==> src/rtl/exc_pkg.sv <==
package exc_pkg;

  typedef enum logic [1:0] {
    XERR_MISS    = 2'd0,
    XERR_INVALID = 2'd1,
    XERR_MODIFY  = 2'd2,
    XERR_BADADDR = 2'd3
  } xlat_err_e;

  localparam logic [4:0] CODE_INT   = 5'd0;
  localparam logic [4:0] CODE_MOD   = 5'd1;
  localparam logic [4:0] CODE_TLBL  = 5'd2;
  localparam logic [4:0] CODE_TLBS  = 5'd3;
  localparam logic [4:0] CODE_ADEL  = 5'd4;
  localparam logic [4:0] CODE_ADES  = 5'd5;

  localparam logic [11:0] OFS_GENERAL = 12'h180;
  localparam logic [11:0] OFS_XREFILL = 12'h080;
  localparam logic [11:0] OFS_REFILL  = 12'h000;

  // Translation error kind plus access direction to cause code.
  function automatic logic [4:0] xlat_cause(input xlat_err_e err, input logic is_store);
    logic [4:0] c;
    unique case (err)
      XERR_MISS, XERR_INVALID: c = is_store ? CODE_TLBS : CODE_TLBL;
      XERR_MODIFY:             c = CODE_MOD;
      default:                 c = is_store ? CODE_ADES : CODE_ADEL;
    endcase
    return c;
  endfunction

  // Whether an address region uses 64-bit addressing under the given enables.
  function automatic logic region_is_wide(input logic [1:0] region,
                                          input logic ux, input logic sx, input logic kx);
    logic w;
    unique case (region)
      2'b00:   w = ux;
      2'b01:   w = sx;
      2'b11:   w = kx;
      default: w = 1'b0;
    endcase
    return w;
  endfunction

  // Offset of the vector within the exception base.
  function automatic logic [11:0] vector_offset(input logic [4:0] code, input logic old_exl,
                                                input xlat_err_e err, input logic wide);
    logic [11:0] o;
    if ((code == CODE_TLBL || code == CODE_TLBS) && !old_exl && err != XERR_INVALID)
      o = wide ? OFS_XREFILL : OFS_REFILL;
    else
      o = OFS_GENERAL;
    return o;
  endfunction

endpackage

==> src/rtl/exc_cause_map.sv <==
module exc_cause_map
  import exc_pkg::*;
#(
  parameter int CODE_W = 5
) (
  input  logic              is_xlat_i,
  input  logic [CODE_W-1:0] code_i,
  input  logic [1:0]        err_i,
  input  logic              store_i,
  output logic [CODE_W-1:0] code_o
);
  logic [4:0] xlat_code;

  always_comb begin
    xlat_code = xlat_cause(xlat_err_e'(err_i), store_i);
    code_o    = is_xlat_i ? CODE_W'(xlat_code) : code_i;
  end
endmodule

==> src/rtl/exc_vector_sel.sv <==
module exc_vector_sel
  import exc_pkg::*;
#(
  parameter int          ADDR_W   = 64,
  parameter int          CODE_W   = 5,
  parameter logic [63:0] VEC_BASE = 64'hFFFF_FFFF_8000_0000
) (
  input  logic [CODE_W-1:0] code_i,
  input  logic              old_exl_i,
  input  logic [1:0]        err_i,
  input  logic [1:0]        region_i,
  input  logic              ux_i,
  input  logic              sx_i,
  input  logic              kx_i,
  output logic              wide_o,
  output logic              refill_o,
  output logic [ADDR_W-1:0] vec_pc_o
);
  logic [11:0] ofs;

  always_comb begin
    wide_o   = region_is_wide(region_i, ux_i, sx_i, kx_i);
    ofs      = vector_offset(5'(code_i), old_exl_i, xlat_err_e'(err_i), wide_o);
    refill_o = (ofs != OFS_GENERAL);
    vec_pc_o = ADDR_W'(VEC_BASE) + ADDR_W'(ofs);
  end

  // only TLB load/store codes may leave the general vector
  always_comb begin
    if (refill_o) begin
      a_refill_code_r4: assert (code_i == CODE_W'(CODE_TLBL) || code_i == CODE_W'(CODE_TLBS));
    end
  end
endmodule

==> src/rtl/exc_addr_capture.sv <==
module exc_addr_capture #(
  parameter int ADDR_W     = 64,
  parameter int VPN_LSB    = 13,
  parameter int CTX_VPN_W  = 19,
  parameter int XCTX_VPN_W = 27
) (
  input  logic                  clk_i,
  input  logic                  rst_ni,
  input  logic                  cap_en_i,
  input  logic [ADDR_W-1:0]     vaddr_i,
  output logic [ADDR_W-1:0]     badvaddr_o,
  output logic [CTX_VPN_W-1:0]  ctx_vpn_o,
  output logic [XCTX_VPN_W-1:0] xctx_vpn_o,
  output logic [1:0]            xctx_region_o,
  output logic [XCTX_VPN_W-1:0] ehi_vpn_o,
  output logic [1:0]            ehi_region_o
);
  localparam int REGION_LSB = ADDR_W - 2;

  logic [1:0] region_w;
  assign region_w = vaddr_i[REGION_LSB +: 2];

  always_ff @(posedge clk_i) begin
    if (!rst_ni) begin
      badvaddr_o    <= '1;
      ctx_vpn_o     <= '0;
      xctx_vpn_o    <= '0;
      xctx_region_o <= '0;
      ehi_vpn_o     <= '0;
      ehi_region_o  <= '0;
    end else if (cap_en_i) begin
      badvaddr_o    <= vaddr_i;
      ctx_vpn_o     <= vaddr_i[VPN_LSB +: CTX_VPN_W];
      xctx_vpn_o    <= vaddr_i[VPN_LSB +: XCTX_VPN_W];
      xctx_region_o <= region_w;
      ehi_vpn_o     <= vaddr_i[VPN_LSB +: XCTX_VPN_W];
      ehi_region_o  <= region_w;
    end
  end

  p_hold_fields_r7: assert property (@(posedge clk_i) disable iff (!rst_ni)
    !cap_en_i |=> $stable(badvaddr_o) && $stable(xctx_vpn_o) && $stable(ehi_vpn_o)
                  && $stable(ctx_vpn_o));
endmodule

==> src/rtl/exc_entry_unit.sv <==
module exc_entry_unit
  import exc_pkg::*;
#(
  parameter int          ADDR_W     = 64,
  parameter int          CODE_W     = 5,
  parameter int          CE_W       = 2,
  parameter int          VPN_LSB    = 13,
  parameter int          CTX_VPN_W  = 19,
  parameter int          XCTX_VPN_W = 27,
  parameter logic [63:0] VEC_BASE   = 64'hFFFF_FFFF_8000_0000
) (
  input  logic                  clk_i,
  input  logic                  rst_ni,
  input  logic                  req_valid_i,
  input  logic                  req_xlat_i,
  input  logic [CODE_W-1:0]     req_code_i,
  input  logic [CE_W-1:0]       req_cop_i,
  input  logic [ADDR_W-1:0]     req_pc_i,
  input  logic                  req_delay_i,
  input  logic [ADDR_W-1:0]     req_vaddr_i,
  input  logic [1:0]            xlat_err_i,
  input  logic                  xlat_store_i,
  input  logic                  st_ux_i,
  input  logic                  st_sx_i,
  input  logic                  st_kx_i,
  input  logic                  st_bev_i,
  output logic                  redirect_valid_o,
  output logic [ADDR_W-1:0]     redirect_pc_o,
  output logic                  bev_err_o,
  output logic                  exl_o,
  output logic [ADDR_W-1:0]     epc_o,
  output logic                  cause_bd_o,
  output logic [CODE_W-1:0]     cause_code_o,
  output logic [CE_W-1:0]       cause_ce_o,
  output logic [ADDR_W-1:0]     badvaddr_o,
  output logic [CTX_VPN_W-1:0]  ctx_vpn_o,
  output logic [XCTX_VPN_W-1:0] xctx_vpn_o,
  output logic [1:0]            xctx_region_o,
  output logic [XCTX_VPN_W-1:0] ehi_vpn_o,
  output logic [1:0]            ehi_region_o
);
  localparam int          REGION_LSB = ADDR_W - 2;
  localparam logic [ADDR_W-1:0] SLOT_BYTES = ADDR_W'(4);

  // Named internal events
  logic              first_entry_w;
  logic              nested_entry_w;
  logic              capture_en_w;
  logic [CODE_W-1:0] code_w;
  logic [ADDR_W-1:0] vec_pc_w;
  logic [ADDR_W-1:0] epc_next_w;
  logic              wide_w;
  logic              refill_w;

  assign first_entry_w  = req_valid_i & ~exl_o;
  assign nested_entry_w = req_valid_i &  exl_o;
  assign capture_en_w   = req_valid_i &  req_xlat_i;
  assign epc_next_w     = req_delay_i ? (req_pc_i - SLOT_BYTES) : req_pc_i;

  exc_cause_map #(.CODE_W(CODE_W)) u_cause (
    .is_xlat_i (req_xlat_i),
    .code_i    (req_code_i),
    .err_i     (xlat_err_i),
    .store_i   (xlat_store_i),
    .code_o    (code_w)
  );

  exc_vector_sel #(.ADDR_W(ADDR_W), .CODE_W(CODE_W), .VEC_BASE(VEC_BASE)) u_vec (
    .code_i    (code_w),
    .old_exl_i (exl_o),
    .err_i     (xlat_err_i),
    .region_i  (req_vaddr_i[REGION_LSB +: 2]),
    .ux_i      (st_ux_i),
    .sx_i      (st_sx_i),
    .kx_i      (st_kx_i),
    .wide_o    (wide_w),
    .refill_o  (refill_w),
    .vec_pc_o  (vec_pc_w)
  );

  exc_addr_capture #(
    .ADDR_W(ADDR_W), .VPN_LSB(VPN_LSB), .CTX_VPN_W(CTX_VPN_W), .XCTX_VPN_W(XCTX_VPN_W)
  ) u_cap (
    .clk_i         (clk_i),
    .rst_ni        (rst_ni),
    .cap_en_i      (capture_en_w),
    .vaddr_i       (req_vaddr_i),
    .badvaddr_o    (badvaddr_o),
    .ctx_vpn_o     (ctx_vpn_o),
    .xctx_vpn_o    (xctx_vpn_o),
    .xctx_region_o (xctx_region_o),
    .ehi_vpn_o     (ehi_vpn_o),
    .ehi_region_o  (ehi_region_o)
  );

  // Exception level, saved PC and delay bit: only a first entry writes them.
  always_ff @(posedge clk_i) begin
    if (!rst_ni) begin
      exl_o      <= 1'b0;
      epc_o      <= '1;
      cause_bd_o <= 1'b0;
    end else if (first_entry_w) begin
      exl_o      <= 1'b1;
      epc_o      <= epc_next_w;
      cause_bd_o <= req_delay_i;
    end
  end

  // Cause code and coprocessor field: every request writes them.
  always_ff @(posedge clk_i) begin
    if (!rst_ni) begin
      cause_code_o <= '0;
      cause_ce_o   <= '0;
    end else if (req_valid_i) begin
      cause_code_o <= code_w;
      cause_ce_o   <= req_cop_i;
    end
  end

  // Redirect and bootstrap-mode error pulses.
  always_ff @(posedge clk_i) begin
    if (!rst_ni) begin
      redirect_valid_o <= 1'b0;
      redirect_pc_o    <= '0;
      bev_err_o        <= 1'b0;
    end else begin
      redirect_valid_o <= req_valid_i & ~st_bev_i;
      bev_err_o        <= req_valid_i &  st_bev_i;
      if (req_valid_i && !st_bev_i) redirect_pc_o <= vec_pc_w;
    end
  end

  // ---------------- assertions ----------------
  p_exl_after_req_r1: assert property (@(posedge clk_i) disable iff (!rst_ni)
    req_valid_i |=> exl_o);

  p_epc_first_r1: assert property (@(posedge clk_i) disable iff (!rst_ni)
    first_entry_w |=> epc_o == ($past(req_delay_i) ? $past(req_pc_i) - SLOT_BYTES
                                                   : $past(req_pc_i)));

  p_nested_hold_r2: assert property (@(posedge clk_i) disable iff (!rst_ni)
    nested_entry_w |=> $stable(epc_o) && $stable(cause_bd_o));

  p_vector_legal_r5: assert property (@(posedge clk_i) disable iff (!rst_ni)
    redirect_valid_o |-> (redirect_pc_o == ADDR_W'(VEC_BASE) + ADDR_W'(12'h180) ||
                          redirect_pc_o == ADDR_W'(VEC_BASE) + ADDR_W'(12'h080) ||
                          redirect_pc_o == ADDR_W'(VEC_BASE)));

  p_refill_needs_clear_exl_r5: assert property (@(posedge clk_i) disable iff (!rst_ni)
    (req_valid_i && refill_w) |-> !exl_o);

  p_bev_no_redirect_r8: assert property (@(posedge clk_i) disable iff (!rst_ni)
    !(bev_err_o && redirect_valid_o));

  p_pulse_r10: assert property (@(posedge clk_i) disable iff (!rst_ni)
    !req_valid_i |=> !redirect_valid_o && !bev_err_o);

  p_wide_region_r6: assert property (@(posedge clk_i) disable iff (!rst_ni)
    (req_valid_i && req_vaddr_i[REGION_LSB +: 2] == 2'b10) |-> !wide_w);
endmodule

==> config.mk <==
export PLATFORM = sky130hd
export DESIGN_NAME = exc_entry_unit
export DESIGN_NICKNAME = d
export VERILOG_FILES = /design/src/rtl/exc_pkg.sv /design/src/rtl/exc_cause_map.sv /design/src/rtl/exc_vector_sel.sv /design/src/rtl/exc_addr_capture.sv /design/src/rtl/exc_entry_unit.sv
export SDC_FILE = /design/constraint.sdc
export NUM_CORES = 1
export LEC_CHECK = 0
export BUFFER_PORTS_ARGS = -buffer_cell sky130_fd_sc_hd__buf_4
export CORE_AREA = 2 2 165 167
export CTS_BUF_LIST = sky130_fd_sc_hd__clkbuf_8
export CTS_CLUSTER_DIAMETER = 150
export DETAILED_ROUTE_END_ITERATION = 10
export DIE_AREA = 0 0 167 169
export PLACE_DENSITY = 0.59
export RECOVER_POWER = 100
export SLEW_MARGIN = 5
export SYNTH_ARGS = -nofsm -noshare
export SYNTH_HDL_FRONTEND = slang
export SYNTH_SLANG_ARGS = --single-unit
export TNS_END_PERCENT = 50
==> constraint.sdc <==
create_clock -name clk_i -period 1.9 [get_ports clk_i]
set_input_delay 0.095 -clock clk_i [delete_from_list [all_inputs] [get_ports clk_i]]
set_output_delay 0.095 -clock clk_i [all_outputs]
set_load 0.005 [all_outputs]
==> qor.yml, run 1 <==
timing:
  max_slew_margin_pct: 49.9
  hold_violations: 0
  skew_ns: 0.0209
  finalCritPeriodShare_pct: 98.2
  hold_ws_ns: 0.0476
  rsz0062_at_grt: "true"
  slew_viol_final: 0
  fmax_mhz: 536
  setup_viol: 0
  worst_slew_pin_slew_ns: 0.750
  period_needed_ns: 1.87
synthesis:
  synth-edff-count: 0
  synthAdderAreaFrac_pct: 0.150
  async_flop_share_pct: 0
  yosys.area_share.simple_pct: 29.3
  ys_seq_elements: 171
  synth_mux_area_share_pct: 0.480
  yosysWarningCount: 0
  synth.distinct_cells: 65
  syn_inst: 1029
  synthXorXnorAreaFrac_pct: 3.36
  synth_flop_cell: "dfxtp_1"
  synth_area_um2: 8350
  synth_top_family_by_area: "simple AND/OR/NAND/NOR gates"
  syn_area_per_cell_um2: 8.11
  synth_compound_area_share_pct: 11.9
  seq_area_frac_synth_pct: 41.0
grt:
  gr-total-overflow: 0
  grt_use_met3_pct: 3.20
  grt_pass1_wl_um: 47400
  antenna_found_initial: 0
  grtUsageMet1_pct: 27.4
  groute.layer.met2.usage_pct: 35.0
  grt_pass1_vias: 8611
  grt_max_degree: 90
  grt-busiest-layer: "met2"
  grt_util_all_layers_pct: 20.9
finish:
  drive_gt1_share_pct: 31.4
  layout_common_cells: "buf_4, nand2_1, clkbuf_4"
  diodes: 0
  syn_to_final_growth_pct: 52.5
  layoutNonFillerInstCount: 1846
  fin_nets: 1640
  final_common_cell: "buf_4"
worst_setup_path:
  r2r_start: "exl_o"
  crit_start: "req_pc_i[32]"
  critPathKind: "input port to register"
  r2r_end: "epc_o[3]"
  cp.required_ns: 2.31
  cp-endpoint: "epc_o[56]"
  endpoint_kind: "register"
  ff2ff_setup_slack_ns: 0.16
  r2r_cells: 5
  worstPathArrival_ns: 2.27
  critPathLaunchType: "input port"
  path_max_fanout: 6
detailed_routing:
  first_pass_iters: 6
  viasPerCell: 4.87
  drc_errors: 0
  post_drt_wl_per_cell_um: 16.5
  drt.antenna.violating_nets: 0
  drtIter0Drc: 549
  routed_wl_um: 30400
  vias: 8991
clocking:
  htreeDepth: 4
  clock_sinks: 171
  clkTransAtPathRegs_ns: 0.10
  cts_inserted_buffers: 17
  clock_latency_ns: 0.47
  cts_tree: "built"
  root_buffer: "clkbuf_8"
  clk_path_buf_depth: 2
die:
  dieHeight_um: 169
  io_pins: 427
  start_util_pct: 31.5
  core_um2: 26500
  die_w_um: 167
  rows: 60
  die-area_um2: 28200
outcome:
  status: "completed"
power_and_ir_drop:
  powerDensity_nw_per_um2: 672
  leakage_nw: 5.46
  vdd_drop_max_uv: 475
placed_design:
  port_buffers: 397
  dp_hpwl_um: 22400
  place_congestion: 0.888
  place_inst: 1697
worst_hold_path:
  hold_path.class: "input port to register"
job:
  drv_cap: 0
layout make-up:
class / instances / area, µm²
multi-input combinational: 706 / 3930
clock inverter: 15 / 206
sequential: 171 / 3420
timing repair buffer: 589 / 4480
clock buffer: 17 / 234
inverter: 7 / 27.5
fill: 2637 / 13800
tap: 341 / 427
sequential cells by signal (all words and copies together) (netlist names):
register            count
bev_err_o               1
u_cap.ctx_vpn_o        18
cause_ce_o              2
cause_bd_o              1
redirect_valid_o        1
u_cap.ehi_region_o      2
cause_code_o            5
u_cap.ehi_vpn_o         9
redirect_pc_o           3
exl_o                   1
u_cap.badvaddr_o       64
epc_o                  64
power breakdown:
part / switching [mW] / internal, mW
sequential: 0.142 / 3.82
clock: 1.63 / 1.25
combinational: 0.802 / 0.912
total: 2.57 / 5.98
per-layer routing:
metal / up-vias / share of wire, %
met1: 4259 / 44
met3: 38 / 4.6
met4: 0 / 2.3
li1: 4393 / -
met5: - / 0
met2: 301 / 49
how the worst min path moves through the flow:
stage / startpoint / end / slack [ns] / depth (start not counted)
final: req_pc_i[56] / epc_o[56] / 0.05 / 3
after global routing: req_pc_i[56] / epc_o[56] / 0.02 / 3
after CTS: req_pc_i[42] / epc_o[44] / 0.004 / 4
after detailed placement: req_vaddr_i[23] / u_cap.badvaddr_o[23] / 0.30 / 3
after global placement: req_vaddr_i[41] / u_cap.badvaddr_o[41] / 0.30 / 3
after floorplan: req_vaddr_i[13] / u_cap.badvaddr_o[13] / 0.21 / 2
worst max-delay path, cell delays in order:
cell and delay [ns]:
dlygate4sd3_1 0.54, buf_4 0.15, nor3_1 0.19, buf_4 0.17, nand3_1 0.19, or2_2 0.39
nor3_4 0.18, buf_4 0.18, o311a_1 0.17
kinds of logic after synthesis:
family,Yosys count
other,1
adder cells (fa/ha/maj),1
multiplexers,4
AO/OA/AOI/OAI,159
XOR/XNOR,32
AND/OR/NAND/NOR,481
flip-flops,171
buffers and inverters,180
Yosys cell counts, types with 2 or more instances:
| master | count | area [µm²] |
|---|---|---|
| nor2_1 | 58 | 218 |
| nor4_2 | 3 | 37.5 |
| or4_1 | 5 | 37.5 |
| nand4_1 | 11 | 68.8 |
| or3_1 | 13 | 81.3 |
| and3_1 | 13 | 81.3 |
| or4_4 | 2 | 22.5 |
| xor2_1 | 13 | 114 |
| mux2i_1 | 4 | 40.0 |
| and3_2 | 4 | 30.0 |
| and2_1 | 3 | 18.8 |
| xnor2_1 | 19 | 166 |
| and4_1 | 7 | 61.3 |
| nor4_1 | 22 | 138 |
| nand2_1 | 198 | 743 |
| or2_2 | 3 | 18.8 |
| o32ai_1 | 7 | 61.3 |
| buf_6 | 2 | 22.5 |
| nand3_1 | 54 | 270 |
| a211oi_1 | 10 | 75.1 |
| o21ai_0 | 9 | 45.0 |
| o2111a_1 | 2 | 22.5 |
| and4_2 | 3 | 30.0 |
| nand2b_1 | 4 | 25.0 |
| a2111oi_0 | 6 | 52.6 |
| a31o_2 | 2 | 17.5 |
| o311a_1 | 3 | 30.0 |
| or4_2 | 2 | 17.5 |
| o211ai_1 | 15 | 113 |
| nor2b_1 | 6 | 37.5 |
| buf_1 | 2 | 7.51 |
| a31oi_1 | 7 | 43.8 |
| clkbuf_8 | 4 | 55.1 |
| a311oi_1 | 7 | 61.3 |
| nor3_1 | 45 | 225 |
| nand4b_1 | 4 | 35.0 |
| nor3_4 | 4 | 65.1 |
| or3_2 | 3 | 22.5 |
| dfxtp_1 | 171 | 3420 |
| inv_1 | 7 | 26.3 |
| clkbuf_1 | 55 | 206 |
| a21oi_1 | 86 | 430 |
| buf_4 | 109 | 818 |
per-stage QoR:
step           TNS [ns]  worst slack (ns)  power (mW)  utilization [%]  instance area, µm²
6_report              0            0.0342        8.55             48.0               12700
5_1_grt          -0.655           -0.0482        9.01             48.0               12700
4_1_cts               0           0.00937        8.77             49.0               13000
3_5_place_dp      -2.60            -0.175        5.67             43.0               11400
3_3_place_gp      -1.97            -0.158        5.65             43.0               11400
2_1_floorplan         0            0.0363        4.76                -                8450
timing repair:
| action | 4_1_cts | 5_1_grt |
|---|---|---|
| gates resized for setup | 0 | 7 |
| endpoints found under the setup margin | 0 | 18 |
| buffers inserted | 0 | 1 |
| hold buffers | 116 | 0 |
| hold endpoints to repair | 144 | 0 |
No activity file was read; power rests on OpenSTA's default activity.
==> run 2, diff against run 1 <==
- MAX_ROUTING_LAYER: not set -> met4
==> qor.yml, run 2 (synthesis gave the netlist of run 1 again) <==
detailed_routing:
  drtIter0Drc: 564
  vias: 9009
  drc_errors: 0
  post_drt_wl_per_cell_um: 16.5
  drt.antenna.violating_nets: 0
  first_pass_iters: 6
  viasPerCell: 4.88
  routed_wl_um: 30400
worst_setup_path:
  critPathLaunchType: "input port"
  endpoint_kind: "register"
  ff2ff_setup_slack_ns: 0.16
  cp.required_ns: 2.31
  critPathKind: "input port to register"
  path_max_fanout: 6
  worstPathArrival_ns: 2.26
clocking:
  clk_path_buf_depth: 2
  clock_sinks: 171
  root_buffer: "clkbuf_8"
  clock_latency_ns: 0.47
  clkTransAtPathRegs_ns: 0.10
  htreeDepth: 4
  cts_inserted_buffers: 17
  cts_tree: "built"
placed_design:
  placed_area_um2: 11400
  place_inst: 1697
  place_congestion: 0.902
  dp_hpwl_um: 22400
  port_buffers: 397
finish:
  diodes: 0
  layout_common_cells: "buf_4, nand2_1, clkbuf_4"
  syn_to_final_growth_pct: 52.5
  drive_gt1_share_pct: 31.5
  fin_area_um2: 12700
  fin_nets: 1640
  final_common_cell: "buf_4"
  top_regs: "epc_o (64), u_cap.badvaddr_o (64), u_cap.ctx_vpn_o (18)"
  layoutNonFillerInstCount: 1846
timing:
  finalCritPeriodShare_pct: 97.4
  setup_viol: 0
  fmax_mhz: 540
  worst_slew_pin_slew_ns: 0.742
  max_slew_margin_pct: 50.4
  skew_ns: 0.0190
  slew_viol_final: 0
  hold_violations: 0
  period_needed_ns: 1.85
  rsz0062_at_grt: "true"
die:
  core_um2: 26500
  start_util_pct: 31.5
  die-area_um2: 28200
  rows: 60
  die_w_um: 167
  io_pins: 427
  dieHeight_um: 169
power_and_ir_drop:
  leakage_nw: 5.47
  vdd_drop_max_uv: 480
  powerDensity_nw_per_um2: 673
grt:
  gr-total-overflow: 0
  grt_use_met3_pct: 3.04
  antenna_found_initial: 0
  grtUsageMet1_pct: 27.4
  grt_pass1_wl_um: 47400
  grt-busiest-layer: "met2"
  grt_max_degree: 90
  grt_util_all_layers_pct: 21.5
  grt_pass1_vias: 8614
  groute.layer.met2.usage_pct: 35.1
job:
  drv_cap: 0
outcome:
  status: "completed"
worst_hold_path:
  hold_path.class: "input port to register"
## run 2: changes by cell type in the layout (fill, tap and decap cells not counted)
cell	delta
clkbuf_1	-1
clkbuf_4	+1
## run 2: per-layer routing
layer	up-vias	routed length, µm
li1	4390	-
met1	4271	13300
met2	304	14900
met3	44	1460
met4	0	711
met5	-	0
## run 2: metrics by stage
| step | TNS [ns] | power (mW) | hold slack [ns] | util (%) | setup slack (ns) |
|---|---|---|---|---|---|
| 3_3_place_gp | -1.97 | 5.65 | 0.302 | 43.0 | -0.158 |
| 2_1_floorplan | 0 | 4.76 | 0.212 | - | 0.0363 |
| 5_1_grt | -0.648 | 9.01 | 0.0248 | 48.0 | -0.0483 |
| 4_1_cts | 0 | 8.77 | 0.00417 | 49.0 | 0.00937 |
| 6_report | 0 | 8.57 | 0.0411 | 48.0 | 0.0489 |
| 3_5_place_dp | -2.60 | 5.67 | 0.305 | 43.0 | -0.175 |
## run 2: worst max-delay path: stages
cell	delay, ns
dlygate4sd3_1	0.54
buf_4	0.15
nor3_1	0.19
buf_4	0.17
nand3_1	0.18
or2_2	0.39
nor3_4	0.18
buf_4	0.17
o311a_1	0.17
## run 2: worst paths after layout
kind	endpoint	from	cells after the start
worst max-delay path	epc_o[56]	req_pc_i[32]	9
worst min-delay path	epc_o[56]	req_pc_i[56]	3
worst max register to register	epc_o[3]	exl_o	5
worst min register to register	u_cap.badvaddr_o[33]	u_cap.badvaddr_o[33]	2
## run 2: final cells by class
cell class | instances | area (µm²)
clock buffer | 17 | 234
clock inverter | 15 | 206
fill | 2635 | 13800
inverter | 7 | 27.5
multi-input combinational | 706 | 3930
sequential | 171 | 3420
tap | 341 | 427
timing repair buffer | 589 | 4490
## run 2: what timing repair did
action,in CTS,in global routing
hold endpoints to repair,144,0
resized for setup,0,7
buffers inserted,0,1
hold buffers,116,0
setup endpoints to repair,0,18
## run 2: power breakdown
group          internal (mW)  total [mW]  switching, mW
clock network           1.25        2.89           1.64
registers               3.82        3.96          0.142
logic                  0.913        1.72          0.804
total                   5.98        8.57           2.58
==> run 3, diff against run 2 <==
- PLACE_DENSITY: 0.59 -> 0.71
- SLEW_MARGIN: 5 -> 20
==> qor.yml, run 3 (synthesis gave the netlist of run 1 again) <==
worst_setup_path:
  endpoint_kind: "register"
  critPathKind: "input port to register"
  path_max_fanout: 4
  path_delay_family: "simple AND/OR/NAND/NOR gates"
  critPathLaunchType: "input port"
  path_common_cell: "buf_4"
  worstPathArrival_ns: 2.26
  critPathSlowestCell: "dlygate4sd3_1"
  r2r_end: "epc_o[41]"
  r2r_cells: 4
  r2r_start: "exl_o"
  max_stage_delay_ns: 0.58
  cp.buffers_inverters: 3
  cp.required_ns: 2.26
  ff2ff_setup_slack_ns: 0.25
  path_cells: "dlygate4sd3_1 -> buf_4 -> nor4_2 -> buf_4 -> nand3_2 -> or3_1 -> o31a_1 -> nor3_1"
job:
  drv_cap: 0
detailed_routing:
  drtIter0Drc: 574
  viasPerCell: 4.98
  post_drt_wl_per_cell_um: 16.8
  first_pass_iters: 5
  drc_errors: 0
  drt.antenna.violating_nets: 0
  vias: 9141
  routed_wl_um: 30800
die:
  dieHeight_um: 169
  die_w_um: 167
  rows: 60
  die-area_um2: 28200
  start_util_pct: 31.5
  core_um2: 26500
  io_pins: 427
outcome:
  status: "completed"
clocking:
  clock_latency_ns: 0.46
  clkTransAtPathRegs_ns: 0.12
  htreeDepth: 4
  cts_inserted_buffers: 17
  root_buffer: "clkbuf_8"
  clock_sinks: 171
  cts_tree: "built"
  clk_path_buf_depth: 2
timing:
  max_slew_margin_pct: 58.5
  slew_viol_final: 0
  worst_slew_pin_slew_ns: 0.623
  period_needed_ns: 1.89
  hold_ws_ns: 0.0383
  rsz0062_at_grt: "true"
  skew_ns: 0.0161
  setup_viol: 0
  finalCritPeriodShare_pct: 99.6
  fmax_mhz: 529
  hold_violations: 0
grt:
  antenna_found_initial: 0
  grtUsageMet1_pct: 25.0
  grt_use_met3_pct: 3.65
  grt_pass1_vias: 8515
  gr-total-overflow: 0
  grt-busiest-layer: "met2"
  grt_util_all_layers_pct: 20.7
  grt_pass1_wl_um: 45800
  groute.layer.met2.usage_pct: 35.1
  grt_max_degree: 90
placed_design:
  dp_hpwl_um: 21900
  port_buffers: 397
  place_congestion: 0.909
power_and_ir_drop:
  vdd_drop_max_uv: 387
  leakage_nw: 5.47
  power.total_mw: 8.49
  powerDensity_nw_per_um2: 668
finish:
  final_common_cell: "buf_4"
  drive_gt1_share_pct: 31.9
  utilization_pct: 47.9
  diodes: 0
  fin_nets: 1628
  syn_to_final_growth_pct: 52.2
  layout_common_cells: "buf_4, nand2_1, clkbuf_4"
  top_regs: "epc_o (64), u_cap.badvaddr_o (64), u_cap.ctx_vpn_o (18)"
worst_hold_path:
  min_from: "req_pc_i[56]"
  hold_path_depth: 3
  hold_path.class: "input port to register"
  hold_path_end: "epc_o[56]"
[run 3: cell types whose count changed in the layout (fill, tap and decap cells not counted), moves of 3 or more]
| cell | previous run | this run |
|---|---|---|
| clkbuf_1 | 71 | 66 |
| dlygate4sd3_1 | 116 | 110 |
| inv_8 | 5 | 2 |
| buf_4 | 205 | 201 |
| clkbuf_4 | 184 | 187 |
[run 3: how the worst max path moves through the flow]
stage                      start        end  cells past startpoint
floorplan           req_pc_i[55]  epc_o[63]                      6
global placement    req_pc_i[10]  epc_o[41]                      7
detailed placement  req_pc_i[10]  epc_o[41]                      7
CTS                 req_pc_i[42]  epc_o[51]                      8
global route         req_pc_i[5]  epc_o[18]                      8
finish              req_pc_i[40]  epc_o[51]                      8
[run 3: cell type report]
cell class / count / area [µm²]
multi-input combinational: 707 / 3970
clock inverter: 15 / 203
timing repair buffer: 576 / 4420
tap: 341 / 427
fill: 2557 / 13800
inverter: 7 / 27.5
clock buffer: 17 / 234
sequential: 171 / 3420
[run 3: repair_timing]
item | in CTS | in global routing
hold buffers | 110 | 0
resized for setup | 0 | 17
setup endpoints to repair | 0 | 20
setup buffers | 0 | 1
endpoints found under the hold margin | 140 | 0
[run 3: routing by layer]
metal | up-vias | routed length, µm
li1 | 4360 | -
met1 | 4324 | 12700
met2 | 412 | 15400
met3 | 45 | 1970
met4 | 0 | 681
met5 | - | 0
[run 3: worst reg2reg max path, cell delays in order (launching register included)]
cell	delay (ns)
dfxtp_1	0.37
or2b_4	0.38
buf_4	0.30
a2111oi_1	0.38
a311oi_1	0.09
[run 3: report_power, final]
part	total (mW)	internal, mW	switching, mW
clock network	2.80	1.14	1.66
registers	3.96	3.82	0.142
logic	1.73	0.913	0.814
[run 3: metrics by stage]
step	setup WS [ns]	setup TNS, ns	cells	area [µm²]
final	0.00824	0	1834	12700
after global routing	-0.0144	-0.0488	1834	12700
after CTS	0.00952	0	1832	12900
after detailed placement	-0.173	-2.52	1690	11300
after global placement	-0.133	-1.61	1690	11300
after floorplan	0.0363	0	1057	8450
